$ cat src/rtl/cpgPkg.sv
package cpgPkg;
  // strobes from the control to the datapath
  typedef struct packed {
    logic synCapture; // load syndrome from the check stage
    logic synClear;   // wipe the syndrome
    logic takeData;   // capture from the data side rather than the instruction side
  } cpgStrobes_t;
endpackage

$ cat src/rtl/cpgLaneParity.sv
module cpgLaneParity #(
  parameter int DATA_W = 64,
  parameter int LANE_W = 8,
  localparam int LANES = DATA_W / LANE_W
) (
  input  logic [DATA_W-1:0] word,
  output logic [LANES-1:0]  par
);
  for (genvar g = 0; g < LANES; g++) begin : gLane
    assign par[g] = ^word[g*LANE_W +: LANE_W];
  end
endmodule

$ cat src/rtl/cpgDatapath.sv
module cpgDatapath
  import cpgPkg::*;
#(
  parameter int DATA_W = 64,
  parameter int LANE_W = 8,
  localparam int LANES = DATA_W / LANE_W
) (
  input  logic              clk,
  input  logic              rstN,
  input  logic [DATA_W-1:0] icWrData,
  output logic [LANES-1:0]  icWrParity,
  input  logic [DATA_W-1:0] dcWrData,
  input  logic              dcWrDirty,
  output logic [LANES-1:0]  dcWrParity,
  output logic              dcWrDirtyPar,
  input  logic              icRdValid,
  input  logic [DATA_W-1:0] icRdData,
  input  logic [LANES-1:0]  icRdParity,
  output logic              instrValid,
  output logic [DATA_W-1:0] instrWord,
  output logic              prefetchAbort,
  input  logic              dcRdValid,
  input  logic [DATA_W-1:0] dcRdData,
  input  logic              dcRdDirty,
  input  logic [LANES-1:0]  dcRdParity,
  input  logic              dcRdDirtyPar,
  output logic              dataValid,
  output logic [DATA_W-1:0] dataWord,
  output logic              dataDirty,
  input  cpgStrobes_t       strobes,
  output logic              icErrQ,
  output logic              dcErrQ,
  output logic [LANES-1:0]  synLaneMask,
  output logic              synDirtyErr,
  output logic              synFromData
);
  logic [LANES-1:0] icRdCalc, dcRdCalc;
  logic [LANES-1:0] icLaneErr, dcLaneErr;
  logic             dcDirtyErr;
  logic [LANES-1:0] icMaskQ, dcMaskQ;
  logic             dcDirtyErrQ;

  cpgLaneParity #(.DATA_W(DATA_W), .LANE_W(LANE_W)) i_genIc (.word(icWrData), .par(icWrParity));
  cpgLaneParity #(.DATA_W(DATA_W), .LANE_W(LANE_W)) i_genDc (.word(dcWrData), .par(dcWrParity));
  cpgLaneParity #(.DATA_W(DATA_W), .LANE_W(LANE_W)) i_chkIc (.word(icRdData), .par(icRdCalc));
  cpgLaneParity #(.DATA_W(DATA_W), .LANE_W(LANE_W)) i_chkDc (.word(dcRdData), .par(dcRdCalc));

  // even parity over one bit is the bit itself
  assign dcWrDirtyPar = dcWrDirty;

  always_comb begin
    icLaneErr  = icRdValid ? (icRdCalc ^ icRdParity) : '0;
    dcLaneErr  = dcRdValid ? (dcRdCalc ^ dcRdParity) : '0;
    dcDirtyErr = dcRdValid & (dcRdDirty ^ dcRdDirtyPar);
  end

  // return stage: word, flag and precise abort leave together
  always_ff @(posedge clk) begin
    if (!rstN) begin
      instrValid    <= 1'b0;
      instrWord     <= '0;
      prefetchAbort <= 1'b0;
      icMaskQ       <= '0;
      dataValid     <= 1'b0;
      dataWord      <= '0;
      dataDirty     <= 1'b0;
      dcMaskQ       <= '0;
      dcDirtyErrQ   <= 1'b0;
    end else begin
      instrValid    <= icRdValid;
      instrWord     <= icRdData;
      prefetchAbort <= |icLaneErr;
      icMaskQ       <= icLaneErr;
      dataValid     <= dcRdValid;
      dataWord      <= dcRdData;
      dataDirty     <= dcRdDirty;
      dcMaskQ       <= dcLaneErr;
      dcDirtyErrQ   <= dcDirtyErr;
    end
  end

  assign icErrQ = |icMaskQ;
  assign dcErrQ = (|dcMaskQ) | dcDirtyErrQ;

  // syndrome record
  always_ff @(posedge clk) begin
    if (!rstN) begin
      synLaneMask <= '0;
      synDirtyErr <= 1'b0;
      synFromData <= 1'b0;
    end else if (strobes.synCapture) begin
      synLaneMask <= strobes.takeData ? dcMaskQ : icMaskQ;
      synDirtyErr <= strobes.takeData & dcDirtyErrQ;
      synFromData <= strobes.takeData;
    end else if (strobes.synClear) begin
      synLaneMask <= '0;
      synDirtyErr <= 1'b0;
      synFromData <= 1'b0;
    end
  end

  p_abort_aligned_r4: assert property (@(posedge clk) disable iff (!rstN)
    prefetchAbort |-> instrValid);
  p_instr_ignore_r9: assert property (@(posedge clk) disable iff (!rstN)
    !icRdValid |=> (!instrValid && !prefetchAbort));
  p_data_latency_r5: assert property (@(posedge clk) disable iff (!rstN)
    dcRdValid |=> dataValid);
  p_syn_hold_r8: assert property (@(posedge clk) disable iff (!rstN)
    (!strobes.synCapture && !strobes.synClear) |=> $stable(synLaneMask));
endmodule

$ cat src/rtl/cpgControl.sv
module cpgControl
  import cpgPkg::*;
(
  input  logic        clk,
  input  logic        rstN,
  input  logic        icErrQ,
  input  logic        dcErrQ,
  input  logic        abortAck,
  output cpgStrobes_t strobes,
  output logic        dataAbortPend,
  output logic        synValid
);
  logic anyErr;

  always_comb begin
    anyErr             = icErrQ | dcErrQ;
    strobes.synCapture = anyErr & (~synValid | abortAck);
    strobes.synClear   = abortAck & ~strobes.synCapture;
    strobes.takeData   = ~icErrQ; // instruction side wins a tie
  end

  always_ff @(posedge clk) begin
    if (!rstN) begin
      dataAbortPend <= 1'b0;
      synValid      <= 1'b0;
    end else begin
      if (dcErrQ)        dataAbortPend <= 1'b1;
      else if (abortAck) dataAbortPend <= 1'b0;
      if (strobes.synCapture)    synValid <= 1'b1;
      else if (strobes.synClear) synValid <= 1'b0;
    end
  end

  p_pend_sticky_r6: assert property (@(posedge clk) disable iff (!rstN)
    (dataAbortPend && !abortAck) |=> dataAbortPend);
  p_pend_cause_r6: assert property (@(posedge clk) disable iff (!rstN)
    $rose(dataAbortPend) |-> $past(dcErrQ));
  p_ack_clears_r6: assert property (@(posedge clk) disable iff (!rstN)
    (abortAck && !dcErrQ) |=> !dataAbortPend);
  p_first_only_r8: assert property (@(posedge clk) disable iff (!rstN)
    (synValid && !abortAck) |=> synValid);
endmodule

$ cat src/rtl/cacheParityGuard.sv
module cacheParityGuard
  import cpgPkg::*;
#(
  parameter int DATA_W = 64,
  parameter int LANE_W = 8,
  localparam int LANES = DATA_W / LANE_W
) (
  input  logic              clk,
  input  logic              rstN,
  input  logic [DATA_W-1:0] icWrData,
  output logic [LANES-1:0]  icWrParity,
  input  logic [DATA_W-1:0] dcWrData,
  input  logic              dcWrDirty,
  output logic [LANES-1:0]  dcWrParity,
  output logic              dcWrDirtyPar,
  input  logic              icRdValid,
  input  logic [DATA_W-1:0] icRdData,
  input  logic [LANES-1:0]  icRdParity,
  output logic              instrValid,
  output logic [DATA_W-1:0] instrWord,
  output logic              prefetchAbort,
  input  logic              dcRdValid,
  input  logic [DATA_W-1:0] dcRdData,
  input  logic              dcRdDirty,
  input  logic [LANES-1:0]  dcRdParity,
  input  logic              dcRdDirtyPar,
  output logic              dataValid,
  output logic [DATA_W-1:0] dataWord,
  output logic              dataDirty,
  output logic              dataAbortPend,
  input  logic              abortAck,
  output logic              synValid,
  output logic [LANES-1:0]  synLaneMask,
  output logic              synDirtyErr,
  output logic              synFromData
);
  cpgStrobes_t strobes;
  logic        icErrQ, dcErrQ;

  cpgDatapath #(.DATA_W(DATA_W), .LANE_W(LANE_W)) i_dp (
    .clk(clk), .rstN(rstN),
    .icWrData(icWrData), .icWrParity(icWrParity),
    .dcWrData(dcWrData), .dcWrDirty(dcWrDirty),
    .dcWrParity(dcWrParity), .dcWrDirtyPar(dcWrDirtyPar),
    .icRdValid(icRdValid), .icRdData(icRdData), .icRdParity(icRdParity),
    .instrValid(instrValid), .instrWord(instrWord), .prefetchAbort(prefetchAbort),
    .dcRdValid(dcRdValid), .dcRdData(dcRdData), .dcRdDirty(dcRdDirty),
    .dcRdParity(dcRdParity), .dcRdDirtyPar(dcRdDirtyPar),
    .dataValid(dataValid), .dataWord(dataWord), .dataDirty(dataDirty),
    .strobes(strobes), .icErrQ(icErrQ), .dcErrQ(dcErrQ),
    .synLaneMask(synLaneMask), .synDirtyErr(synDirtyErr), .synFromData(synFromData)
  );

  cpgControl i_ctl (
    .clk(clk), .rstN(rstN),
    .icErrQ(icErrQ), .dcErrQ(dcErrQ), .abortAck(abortAck),
    .strobes(strobes), .dataAbortPend(dataAbortPend), .synValid(synValid)
  );
endmodule

$ cat config.mk
export PLATFORM = sky130hd
export DESIGN_NAME = cacheParityGuard
export DESIGN_NICKNAME = d
export VERILOG_FILES = /design/src/rtl/cpgPkg.sv /design/src/rtl/cpgLaneParity.sv /design/src/rtl/cpgDatapath.sv /design/src/rtl/cpgControl.sv /design/src/rtl/cacheParityGuard.sv
export SDC_FILE = /design/constraint.sdc
export NUM_CORES = 1
export LEC_CHECK = 0
export BUFFER_PORTS_ARGS = -buffer_cell sky130_fd_sc_hd__buf_2
export CORE_AREA = 2 2 174 176
export CTS_CLUSTER_SIZE = 20
export DETAILED_ROUTE_END_ITERATION = 7
export DIE_AREA = 0 0 176 178
export SLEW_MARGIN = 20
export SYNTH_ARGS = -nofsm -noshare
export SYNTH_HDL_FRONTEND = slang
export SYNTH_HIERARCHICAL = 1
export SYNTH_SLANG_ARGS = --single-unit
$ cat constraint.sdc
create_clock -name clk -period 1.8 [get_ports clk]
set_input_delay 0.09 -clock clk [delete_from_list [all_inputs] [get_ports clk]]
set_output_delay 0.09 -clock clk [all_outputs]
set_load 0.005 [all_outputs]
### Word-level counts from Yosys, hierarchy flattened

Cells that the tools add are included.

* bits in registers: 161
* input bits: 280
* output and inout bits: 161
* word-level logic and storage cells: 75

* muxes and demuxes: 10
* bitwise gates (word level): 13
* reduce and logical (&&, ||, !) cells: 38

Operators by type and width (number)
* $reduce_xor 8->1: 32
* $mux 8: 4
* $reduce_or 8->1: 3
* $xor 8x8->8: 2
* $mux 1: 6
* $and 1x1->1: 4
* $reduce_bool 2->1: 2
* $not 1->1: 3
* $or 1x1->1: 3
* $reduce_and 2->1: 1
* $xor 1x1->1: 1

### Longest topological paths before layout

Gate-level depths: netlist of run 1.

* depth after elaboration: 8
* mapped depth: 8
* mapped depth without buffers: 7

### Cells and area by module

The synthesis of run 1 kept the hierarchy.

Modules (own cells, without submodules)
* cpgDatapath: instances 1, cells an instance 394, area an instance 4698.3 sq um, sequential area each 3183.1 sq um
* cpgLaneParity: instances 4, cells an instance 56, area an instance 490.5 sq um, sequential area each 0.0 sq um
* cpgControl: instances 1, cells an instance 11, area an instance 88.8 sq um, sequential area each 40.0 sq um

### Least setup slack after synthesis of run 1

No wires, ideal clock.

* path kind: register to register
* start: register i_dp.icMaskQ[5]
* end: register i_dp.synLaneMask[0]
* setup time: 115 ps
* arrival time: 1340 ps
* data required time: 1685 ps
* setup slack: 344 ps
* stages on the path, launching flop included: 8
* buffers on the path: 1
* period minus slack after synthesis: 1456 ps
* path through: dfxtp_1 > nor4_1 > nand2_1 > inv_1 > buf_6 > mux2_4 > a21oi_1 > nor2b_1

* word-level cells in the longest chain between the ends: 6
* elaborated cells between the ends (all ways): 8
* those cells by class: mux (2); bitwise (4); reduce/logical (2)

RTL lines
* start, declared: RTL line cpgDatapath.sv:40 `logic [LANES-1:0] icMaskQ, dcMaskQ;`
* start signal, assigned: RTL line cpgDatapath.sv:73 `icMaskQ <= icLaneErr;`
* $reduce_or 8->1 *: RTL line cpgDatapath.sv:82 `assign icErrQ = |icMaskQ;`
* via icErrQ: RTL line cacheParityGuard.sv:38 `logic icErrQ, dcErrQ;`
* $or 1x1->1: RTL line cpgControl.sv:16 `anyErr = icErrQ | dcErrQ;`
* $and 1x1->1: RTL line cpgControl.sv:17 `strobes.synCapture = anyErr & (~synValid | abortAck);`
* $not 1->1: RTL line cpgControl.sv:18 `strobes.synClear = abortAck & ~strobes.synCapture;`
* $and 1x1->1: RTL line cpgControl.sv:18
* $reduce_bool 2->1 (no source line)
* end signal, assigned: RTL line cpgDatapath.sv:92 `synLaneMask <= strobes.takeData ? dcMaskQ : icMaskQ;`
* end, declared: RTL line cpgDatapath.sv:33 `output logic [LANES-1:0] synLaneMask,`

Mark *: on every way through the listed nets, which the timed path passes. The rest lies on a longest branch.
A chain may end at the register's enable or synchronous reset.

==> results of run 1 <==
## per-stage QoR
| stage | hold WS (ns) | util [%] | setup slack [ns] | total power [W] | instance area, µm² |
|---|---|---|---|---|---|
| after global routing | 0.0392 | 38.8 | -0.0374 | 0.0109 | 11400 |
| final | 0.0157 | 38.8 | 0.135 | 0.0104 | 11400 |
| after global placement | 0.180 | 32.0 | 0.179 | 0.00657 | 9420 |
| after detailed placement | 0.180 | 32.0 | 0.115 | 0.00659 | 9420 |
| after floorplan | 0.208 | - | 0.344 | 0.00548 | 6750 |
| after CTS | 0.0101 | 38.7 | 0.103 | 0.0106 | 11400 |
## cell usage after synthesis, drive strengths merged
cell type / count / area, µm²
mux2: 8 / 120
xor2: 32 / 280
nor2b: 11 / 68.8
nor2: 19 / 71.3
nand3: 1 / 5.00
nor3: 2 / 10.0
nor4: 3 / 18.8
buf: 6 / 41.3
o21a: 2 / 15.0
a21boi: 1 / 7.51
a31oi: 1 / 6.26
inv: 4 / 15.0
a21oi: 10 / 50.1
xnor2: 209 / 1830
nand4: 2 / 12.5
nor3b: 10 / 75.1
nand2: 3 / 21.3
and2: 129 / 807
dfxtp: 161 / 3220
nand2b: 1 / 6.26
clkbuf: 14 / 63.8
## kinds of logic (layout without fill, tap and decap cells)
kind of cell	count (synthesis)	in the layout	share of synthesized area [%]
xor gates and xnor gates	241	241	31.3
and+or+nand+nor	181	181	16.2
DFF	161	161	47.8
buffers and inverters	24	624	1.78
AOI/OAI and AO/OA	14	14	1.17
muxes	8	8	1.78
## final cells by class
| type | count | area share, % |
|---|---|---|
| clock buffers | 22 | 3.89 |
| flip-flops and latches | 161 | 28.2 |
| repair buffers | 589 | 32.3 |
| clock inverters | 9 | 1.17 |
| well taps | 390 | 4.28 |
| multi-input cells | 444 | 29.9 |
| inverters | 4 | 0.132 |
## what timing repair did
item                                    CTS  global route
buffers inserted                          0             1
hold buffers                            139             0
endpoints found under the setup margin    0            10
hold endpoints to repair                141             0
resized for setup                         0             2
## flip-flops by register name, summed over array words and instances (netlist names), 8 cells and up
register	count
i_dp/dataWord	64
i_dp/instrWord	64
i_dp/dcMaskQ	8
i_dp/icMaskQ	8
i_dp/synLaneMask	8
## routing by layer
| layer | share of wire [%] | GRT usage [%] |
|---|---|---|
| met5 | 0 | 0 |
| met4 | 2.8 | 5.65 |
| met3 | 9.0 | 4.99 |
| met2 | 53 | 27.0 |
| met1 | 35 | 12.9 |
## report_power, final
| group | internal, W | total [W] | leakage [nW] | switching [W] |
|---|---|---|---|---|
| clock network | 0.00218 | 0.00367 | 0.279 | 0.00149 |
| logic | 0.00160 | 0.00284 | 3.60 | 0.00123 |
| registers | 0.00382 | 0.00391 | 1.34 | 0.0000910 |
| total | 0.00760 | 0.0104 | 5.22 | 0.00281 |
## worst reg2reg max path, cell delays in order (launching register included)
cell	delay, ns
dfxtp_1	0.32
nor4_2	0.30
nand3_1	0.16
nor2_1	0.16
a21oi_1	0.06
buf_4	0.20
nor3b_1	0.23
a21oi_1	0.07
nor2b_1	0.10
## worst paths after layout
path / to / slack (ns) / cells after the start
setup / recovery: i_dp/synLaneMask[7] / 0.14 / 8
hold / removal: i_dp/dataValid / 0.02 / 3
hold reg to reg: i_ctl/synValid / 0.50 / 2
setup reg to reg: i_dp/synLaneMask[7] / 0.14 / 8
==> out/results.tsv, run 1 <==
stage	metric	value	unit
floorplan	die_w	176	µm
route	wl	22400	µm
route	drc	0	
yosys	synth.avg_cell_area	10.7	µm²
sta	fin_tns_setup	0	ns
floorplan	die_h	178	µm
yosys	yosysWarnings	6	
yosys	netlist_area	6750	µm²
worst_setup_path	reg2reg_from	i_dp/dcMaskQ[2]	
yosys	ys_seq_elements	161	
placed_design	io_buffers	438	
yosys	ys_seq_area_share	47.8	%
worst_setup_path	arrival	2.03	ns
cells_and_area	mostFrequentLayoutCell	buf_2	
hold_path	hold_path.class	in2reg	
grt	antenna_found_initial	0	
flow_run	drv_cap	0	
sta	slew_viol_final	0	
yosys	synth_nets	909	
route	wire_per_inst	13.8	µm
cts	clkLatencyLatePin	0.42	ns
sta	final_min_period_over_clock_period	92.5	%
pwr	powerDensity	912	nW/µm²
worst_setup_path	slowest_stage	dfxtp_1	
route	num_vias	6234	
worst_setup_path	cp_top_family	simple AND/OR/NAND/NOR gates	
floorplan	boundaryPins	441	
cells_and_area	nFillCells	2899	
grt	grt_pass1_vias	6607	
worst_setup_path	critPathMaxStageDelay	0.32	ns
sta	max_freq	601	MHz
pwr	p_leak	5.22	nW
grt	grt_max_degree	33	
cts	clk_pin_slew	0.07	ns
floorplan	die_area	31300	µm²
route	detail-route-antenna-nets	0	
sta	slew_headroom	77.7	%
floorplan	start_util	23.0	%
worst_setup_path	end_kind	flip-flop	
route	drt_first_pass_iters	4	
placed_design	gp_congestion	0.785	
grt	gr-usage-all-layers	13.8	%
cells_and_area	regArea	3220	µm²
sta	layout_min_cycle_time	1.66	ns
placed_design	dp_hpwl	16800	µm
worst_setup_path	critPathLaunch	i_dp/dcMaskQ[2]	
sta	finalSetupViolations	0	
floorplan	core_area	29400	µm²
worst_setup_path	cp_common_cell	a21oi_1	
floorplan	std_cell_rows	63	
cts	clk_path_buf_depth	2	
worst_setup_path	timing.critical_path.from_type	flip-flop	
route	drt_iter0_markers	133	
yosys	synth_cell_types	26	
worst_setup_path	path_cells	nor4_2, nand3_1, nor2_1, a21oi_1, buf_4, nor3b_1, a21oi_1, nor2b_1	
cts	cts_tree	yes	
cts	clock_sinks	161	
cells_and_area	final_cell_mix	buf_2, xnor2_1, dfxtp_1, dlygate4sd3_1, and2_1	
worst_setup_path	critical_path_required	2.16	ns
sta	tightest_slew	0.335	ns
sta	hold_viol	0	
worst_setup_path	cp_max_fo	20	
cts	htreeDepth	4	
yosys	syn_inst	629	
cells_and_area	diodes	0	
cts	cts_root_buf	clkbuf_16	
worst_setup_path	path_buf_inv	1	
grt	overflow	0	
placed_design	placed_cells	1448	
hold_path	hp-start	dcRdValid	
cells_and_area	fin_nets	1497	
pwr	ir_worst_vdd	0.484	mV
outcome	outcome	finished clean	
cells_and_area	drive_gt1_share	39.7	%
cells_and_area	syn2layout_area_growth	69.1	%
sta	clock-skew-final	0.00764	ns
route	viasPerCell	3.85	
cts	cts_inserted_buffers	17	
grt	grt_pass1_wl	33000	µm
cells_and_area	final_cells	1619	
cells_and_area	multi_input_area	3420	µm²
worst_setup_path	crit_type	reg2reg	
Note: power is estimated with default switching activity, not from simulation.
==> run 2, diff against run 1 <==
Settings changed: ABC_AREA from default to 1, BUFFER_PORTS_ARGS -buffer_cell sky130_fd_sc_hd__buf_2 to default, CORE_AREA 2 2 174 176 to 2 2 170 172, DIE_AREA 0 0 176 178 to 0 0 172 174, DONT_BUFFER_PORTS from default to 1.
==> run 2 against run 1 <==
- critical path depth unchanged
- count of clock-buffer cells in the layout increased by 2
- via count increased by 95%
- wire length increased by 51%
- critical path type unchanged
- largest cell class is now multi-input combinational cells
- core utilization increased by 12 points
- highest routed layer unchanged
==> out/results.tsv, run 2 <==
stage	metric	value	unit
hold_path	hold_path.class	in2reg	
sta	finalSetupViolations	0	
sta	final_min_period_over_clock_period	90.3	%
yosys	synth.avg_cell_area	5.13	µm²
cts	clk_path_buf_depth	2	
cells_and_area	reg_top3	i_dp/dataWord x64, i_dp/instrWord x64	
cells_and_area	drive_gt1_share	1.69	%
grt	grt_max_degree	130	
yosys	ys_seq_elements	161	
cts	cts_tree	yes	
pwr	ir_worst_vdd	0.578	mV
worst_setup_path	cp_max_fo	10	
yosys	synth_top_area_cell	nand2_1	
grt	overflow	0	
yosys	ys_seq_area_share	30.3	%
yosys	synth.area.top_cells	nand2_1, dfxtp_1, inv_1	
cts	clock_sinks	161	
cts	clk_pin_slew	0.06	ns
worst_setup_path	end_kind	flip-flop	
yosys	async_reset_ff_share	0	%
sta	rsz0062_at_grt	no	
placed_design	dp_hpwl	23800	µm
yosys	synth_cell_types	18	
grt	antenna_found_initial	1	
floorplan	core_area	28200	µm²
cts	cts_root_buf	clkbuf_16	
yosys	syn_inst	2073	
outcome	outcome	finished clean	
route	drt_iter0_markers	513	
pwr	p_leak	9.19	nW
worst_setup_path	critical_path_required	2.11	ns
sta	slew_headroom	55.5	%
cts	postCtsSetupBuffers	0	
yosys	synth_edf_count	0	
cells_and_area	syn2layout_area_growth	34.9	%
floorplan	die_w	172	µm
route	viasPerCell	4.41	
placed_design	io_buffers	0	
route	detail-route-antenna-nets	0	
sta	clock-skew-final	0.00604	ns
sta	hold_viol	0	
cells_and_area	mostFrequentLayoutCell	nand2_1	
grt	gr-usage-all-layers	22.2	%
route	drc	0	
sta	fin_tns_setup	0	ns
route	wire_per_inst	12.3	µm
yosys	synth_nets	2353	
sta	slew_viol_final	0	
placed_design	gp_congestion	0.820	
cells_and_area	fin_nets	2635	
yosys	ys.flop_type	dfxtp_1	
worst_setup_path	crit_type	reg2reg	
floorplan	boundaryPins	441	
worst_setup_path	slowest_stage	nor4_1	
route	num_vias	12141	
cells_and_area	final_cell_mix	nand2_1, inv_1, dlygate4sd3_1, dfxtp_1, nor2_1	
floorplan	start_util	37.7	%
yosys	synth.most_common_cell	nand2_1	
sta	worst_hold_slack	0.178	ns
worst_setup_path	path_cells	nor4_1, nand2_1, nor2_2, a21oi_1, buf_4, o21a_1, o21ai_0, a21oi_1	
grt	grt_pass1_vias	11741	
pwr	total_power	0.00969	W
worst_setup_path	arrival	1.93	ns
sta	tightest_slew	0.665	ns
worst_setup_path	cp_common_cell	a21oi_1	
yosys	synth.cells.most_frequent	nand2_1, inv_1, dfxtp_1, nor2_1, a21oi_1	
yosys	yosysWarnings	6	
cts	cts_inserted_buffers	17	
worst_setup_path	r2r_slack	0.17	ns
route	drt_first_pass_iters	6	
cts	clkLatencyLatePin	0.42	ns
route	wl	33800	µm
cts	htreeDepth	4	
yosys	yosys.area.top_type_share	50.0	%
sta	max_freq	615	MHz
worst_setup_path	timing.critical_path.from_type	flip-flop	
floorplan	die_h	174	µm
grt	grt_pass1_wl	53200	µm
pwr	powerDensity	675	nW/µm²
flow_run	drv_cap	0	
worst_setup_path	critPathMaxStageDelay	0.32	ns
yosys	netlist_area	10600	µm²
floorplan	std_cell_rows	62	
floorplan	die_area	29900	µm²
sta	layout_min_cycle_time	1.63	ns
==> run 2: critical path: cells and delay by family (launching register included) <==
kind            cells  cell delay, ns
compound gates      4            0.37
buf+inv             1            0.20
flops               1            0.31
simple gates        3            0.64
==> run 2: layout make-up <==
type	count	area [µm²]
flip-flops and latches	161	3220
well taps	384	480
repair buffers	281	2810
clock buffers	24	492
diodes	1	2.50
inverters	407	1530
fillers	2835	13900
multi-input cells	1487	5740
clock inverters	7	75.1
==> run 2: worst paths after layout <==
kind	startpoint	endpoint	depth (start not counted)
setup / recovery	i_dp/icMaskQ[5]	i_dp/synLaneMask[6]	8
hold / removal	dcRdData[48]	i_dp/dcMaskQ[6]	8
setup reg to reg	i_dp/icMaskQ[5]	i_dp/synLaneMask[6]	8
hold reg to reg	i_dp/dcDirtyErrQ	i_dp/synDirtyErr	2
==> run 2: cells by family (layout without fill, tap and decap cells) <==
group | Yosys count | count (layout) | synth area share (%)
and+or+nand+nor | 1446 | 1446 | 51.3
buffers and inverters | 425 | 719 | 15.9
DFF | 161 | 161 | 30.3
AOI/OAI and AO/OA | 32 | 32 | 1.76
xor gates and xnor gates | 9 | 9 | 0.741
other | 0 | 1 | 0
==> run 2: power breakdown <==
group / leakage [nW] / switching (W) / total [W] / internal, W
clock network: 0.269 / 0.00156 / 0.00361 / 0.00205
registers: 1.34 / 0.000157 / 0.00394 / 0.00378
logic: 7.58 / 0.00112 / 0.00213 / 0.00101
total: 9.19 / 0.00284 / 0.00969 / 0.00685
==> run 2: what timing repair did <==
item                                   4_1_cts  5_1_grt
pin swaps                                    0        1
hold buffers                               280        0
gates resized for setup                      1        3
setup endpoints to repair                    1       11
endpoints found under the hold margin      161        0
==> run 2: through the flow <==
| stage | cell area (µm²) | util, % | setup slack, ns | cells |
|---|---|---|---|---|
| 2_1_floorplan | 10600 | - | 0.363 | 2073 |
| 4_1_cts | 14300 | 50.8 | 0.0964 | 2751 |
| 3_5_place_dp | 11000 | 38.8 | 0.0269 | 2440 |
| 5_1_grt | 14400 | 50.8 | 0.0276 | 2752 |
| 3_3_place_gp | 11000 | 38.8 | 0.0796 | 2440 |
| 6_report | 14400 | 50.8 | 0.175 | 2752 |
==> run 2: routing by layer <==
layer / global-route usage [%] / share of wire, %
met5: 0 / 0
met4: 10.3 / 3.7
met3: 9.13 / 9.6
met2: 41.9 / 50
met1: 20.5 / 36
==> run 3, diff against run 2 <==
==> constraint.sdc (replaced) <==
create_clock -name clk -period 1.8 [get_ports clk]
set_input_delay 0.09 -clock clk [delete_from_list [all_inputs] [get_ports clk]]
set_output_delay 0.09 -clock clk [all_outputs]
set_load 0.01 [all_outputs]
==> run 3 against run 2 <==
- count of clock-buffer cells in the layout shrank 2
- power grew 2.7%
- non-clock buffer count up 4
- via count increased by 0.12%
- final area grew 0.37%
- sequential power is 2% higher
- fmax shrank 1.4%
- setup slack got worse by 0.023 ns
- core utilization increased by 0.19 points
- first-iteration DRC count is 1.6% higher
- flip-flop and latch count unchanged
- critical endpoint is now i_ctl/synValid
- largest power group unchanged
==> out/results.tsv, run 3 (synthesized netlist as in run 2, its figures left out) <==
stage	metric	value	unit
placed_design	dp_hpwl	23700	µm
grt	overflow	0	
outcome	outcome	finished clean	
worst_setup_path	timing.critical_path.from_type	flip-flop	
placed_design	gp_congestion	0.834	
placed_design	pre_cts_slack	0.00227	ns
flow_run	drv_cap	0	
sta	slew_headroom	68.3	%
floorplan	start_util	37.7	%
route	wl	34200	µm
worst_setup_path	reg2reg_from	i_dp/icMaskQ[5]	
cts	htreeDepth	4	
pwr	p_leak	9.21	nW
cts	cts_tree	yes	
sta	finalSetupViolations	0	
cells_and_area	final_cell_mix	nand2_1, inv_1, dlygate4sd3_1, dfxtp_1, nor2_1	
floorplan	std_cell_rows	62	
hold_path	min_path_cells	0	
worst_setup_path	critical_path_required	2.11	ns
cells_and_area	drive_gt1_share	1.64	%
floorplan	boundaryPins	441	
floorplan	core_area	28200	µm²
route	viasPerCell	4.41	
route	drc	0	
placed_design	place_area	11000	µm²
sta	tightest_slew	0.474	ns
sta	hold_viol	0	
route	num_vias	12156	
pwr	ir_worst_vdd	0.577	mV
worst_setup_path	cp_max_fo	3	
cells_and_area	mostFrequentLayoutCell	nand2_1	
route	drt_iter0_markers	521	
placed_design	io_buffers	0	
worst_setup_path	arrival	1.95	ns
worst_setup_path	endpoint	i_ctl/synValid	
sta	setup_ws	0.152	ns
sta	final_min_period_over_clock_period	91.6	%
grt	grt_pass1_wl	53700	µm
floorplan	die_area	29900	µm²
sta	fin_tns_setup	0	ns
cts	cts_inserted_buffers	17	
route	drt_first_pass_iters	5	
cts	clock_sinks	161	
worst_setup_path	end_kind	flip-flop	
worst_setup_path	crit_type	reg2reg	
cts	clk_path_buf_depth	2	
floorplan	die_h	174	µm
sta	clock-skew-final	0.00257	ns
worst_setup_path	regToRegEndpoint	i_ctl/synValid	
worst_setup_path	r2r_slack	0.15	ns
grt	antenna_found_initial	2	
cells_and_area	finalInstanceArea	14400	µm²
pwr	powerDensity	691	nW/µm²
sta	rsz0062_at_grt	no	
cts	clkLatencyLatePin	0.42	ns
worst_setup_path	critPathLaunch	i_dp/icMaskQ[5]	
cts	cts_root_buf	clkbuf_16	
route	wire_per_inst	12.4	µm
route	detail-route-antenna-nets	0	
worst_setup_path	reg2reg_depth	5	
hold_path	hold_path.class	in2out	
sta	max_freq	607	MHz
grt	gr-usage-all-layers	22.4	%
grt	grt_max_degree	132	
floorplan	die_w	172	µm
cells_and_area	fin_nets	2639	
grt	grt_pass1_vias	11750	
cts	clk_pin_slew	0.06	ns
cells_and_area	reg_top3	i_dp/dataWord x64, i_dp/instrWord x64	
sta	slew_viol_final	0	
sta	layout_min_cycle_time	1.65	ns
cells_and_area	syn2layout_area_growth	35.4	%
-- run 3: changes by cell type in the layout (fill, tap and decap cells not counted), sizes merged, moves of 2 or more --
cell / change
buf: +2
clkinv: +2
dlygate4sd3: +2
bufinv: +2
clkbuf: -2
-- run 3: area by class of cell --
class	instances	area [µm²]
diodes	2	5.00
clock buffers	22	454
clock inverters	9	133
fillers	2767	13800
inverters	407	1530
multi-input cells	1487	5740
flip-flops and latches	161	3220
well taps	384	480
repair buffers	285	2850
-- run 3: what timing repair did --
item                       CTS  global route
resized for setup            1             1
hold endpoints to repair   161             0
pin swaps                    0             2
hold buffers               282             0
setup endpoints to repair    3            11
setup buffers                0             1
-- run 3: worst min path at each step --
stage / start / slack [ns] / to
after floorplan: dcRdDirtyPar / 0.18 / i_dp/dcDirtyErrQ
after global placement: dcWrDirty / 0.18 / dcWrDirtyPar
after detailed placement: dcWrDirty / 0.18 / dcWrDirtyPar
after CTS: dcWrDirty / 0.18 / dcWrDirtyPar
after global routing: dcWrDirty / 0.18 / dcWrDirtyPar
final: dcWrDirty / 0.18 / dcWrDirtyPar
-- run 3: power by group --
group / internal (W) / total (W) / leakage [nW] / switching (W)
registers: 0.00379 / 0.00401 / 1.34 / 0.000229
logic: 0.00102 / 0.00217 / 7.59 / 0.00115
clock network: 0.00222 / 0.00376 / 0.281 / 0.00154
-- run 3: stage by stage --
step / hold WS [ns] / utilization [%] / instances / power (W)
2_1_floorplan: 0.179 / - / 2073 / 0.00545
3_3_place_gp: 0.180 / 38.9 / 2441 / 0.00566
3_5_place_dp: 0.180 / 38.9 / 2441 / 0.00571
4_1_cts: 0.180 / 51.0 / 2754 / 0.00996
5_1_grt: 0.180 / 51.0 / 2757 / 0.0105
6_report: 0.180 / 51.0 / 2757 / 0.00995
-- run 3: worst max-delay path: stages, from the launching register on --
cell,delay [ns]
dfxtp_1,0.31
nor4_1,0.31
nand2_1,0.16
nor2_2,0.15
a21oi_2,0.07
dlygate4sd3_1,0.54
-- run 3: per-layer routing --
| metal | GRT usage, % | wire (µm) | vias to the layer above |
|---|---|---|---|
| li1 | - | - | 6449 |
| met1 | 21.9 | 12800 | 5243 |
| met2 | 42.4 | 17400 | 388 |
| met3 | 7.54 | 2920 | 76 |
| met4 | 9.24 | 1140 | 0 |
| met5 | 0 | 0 | - |
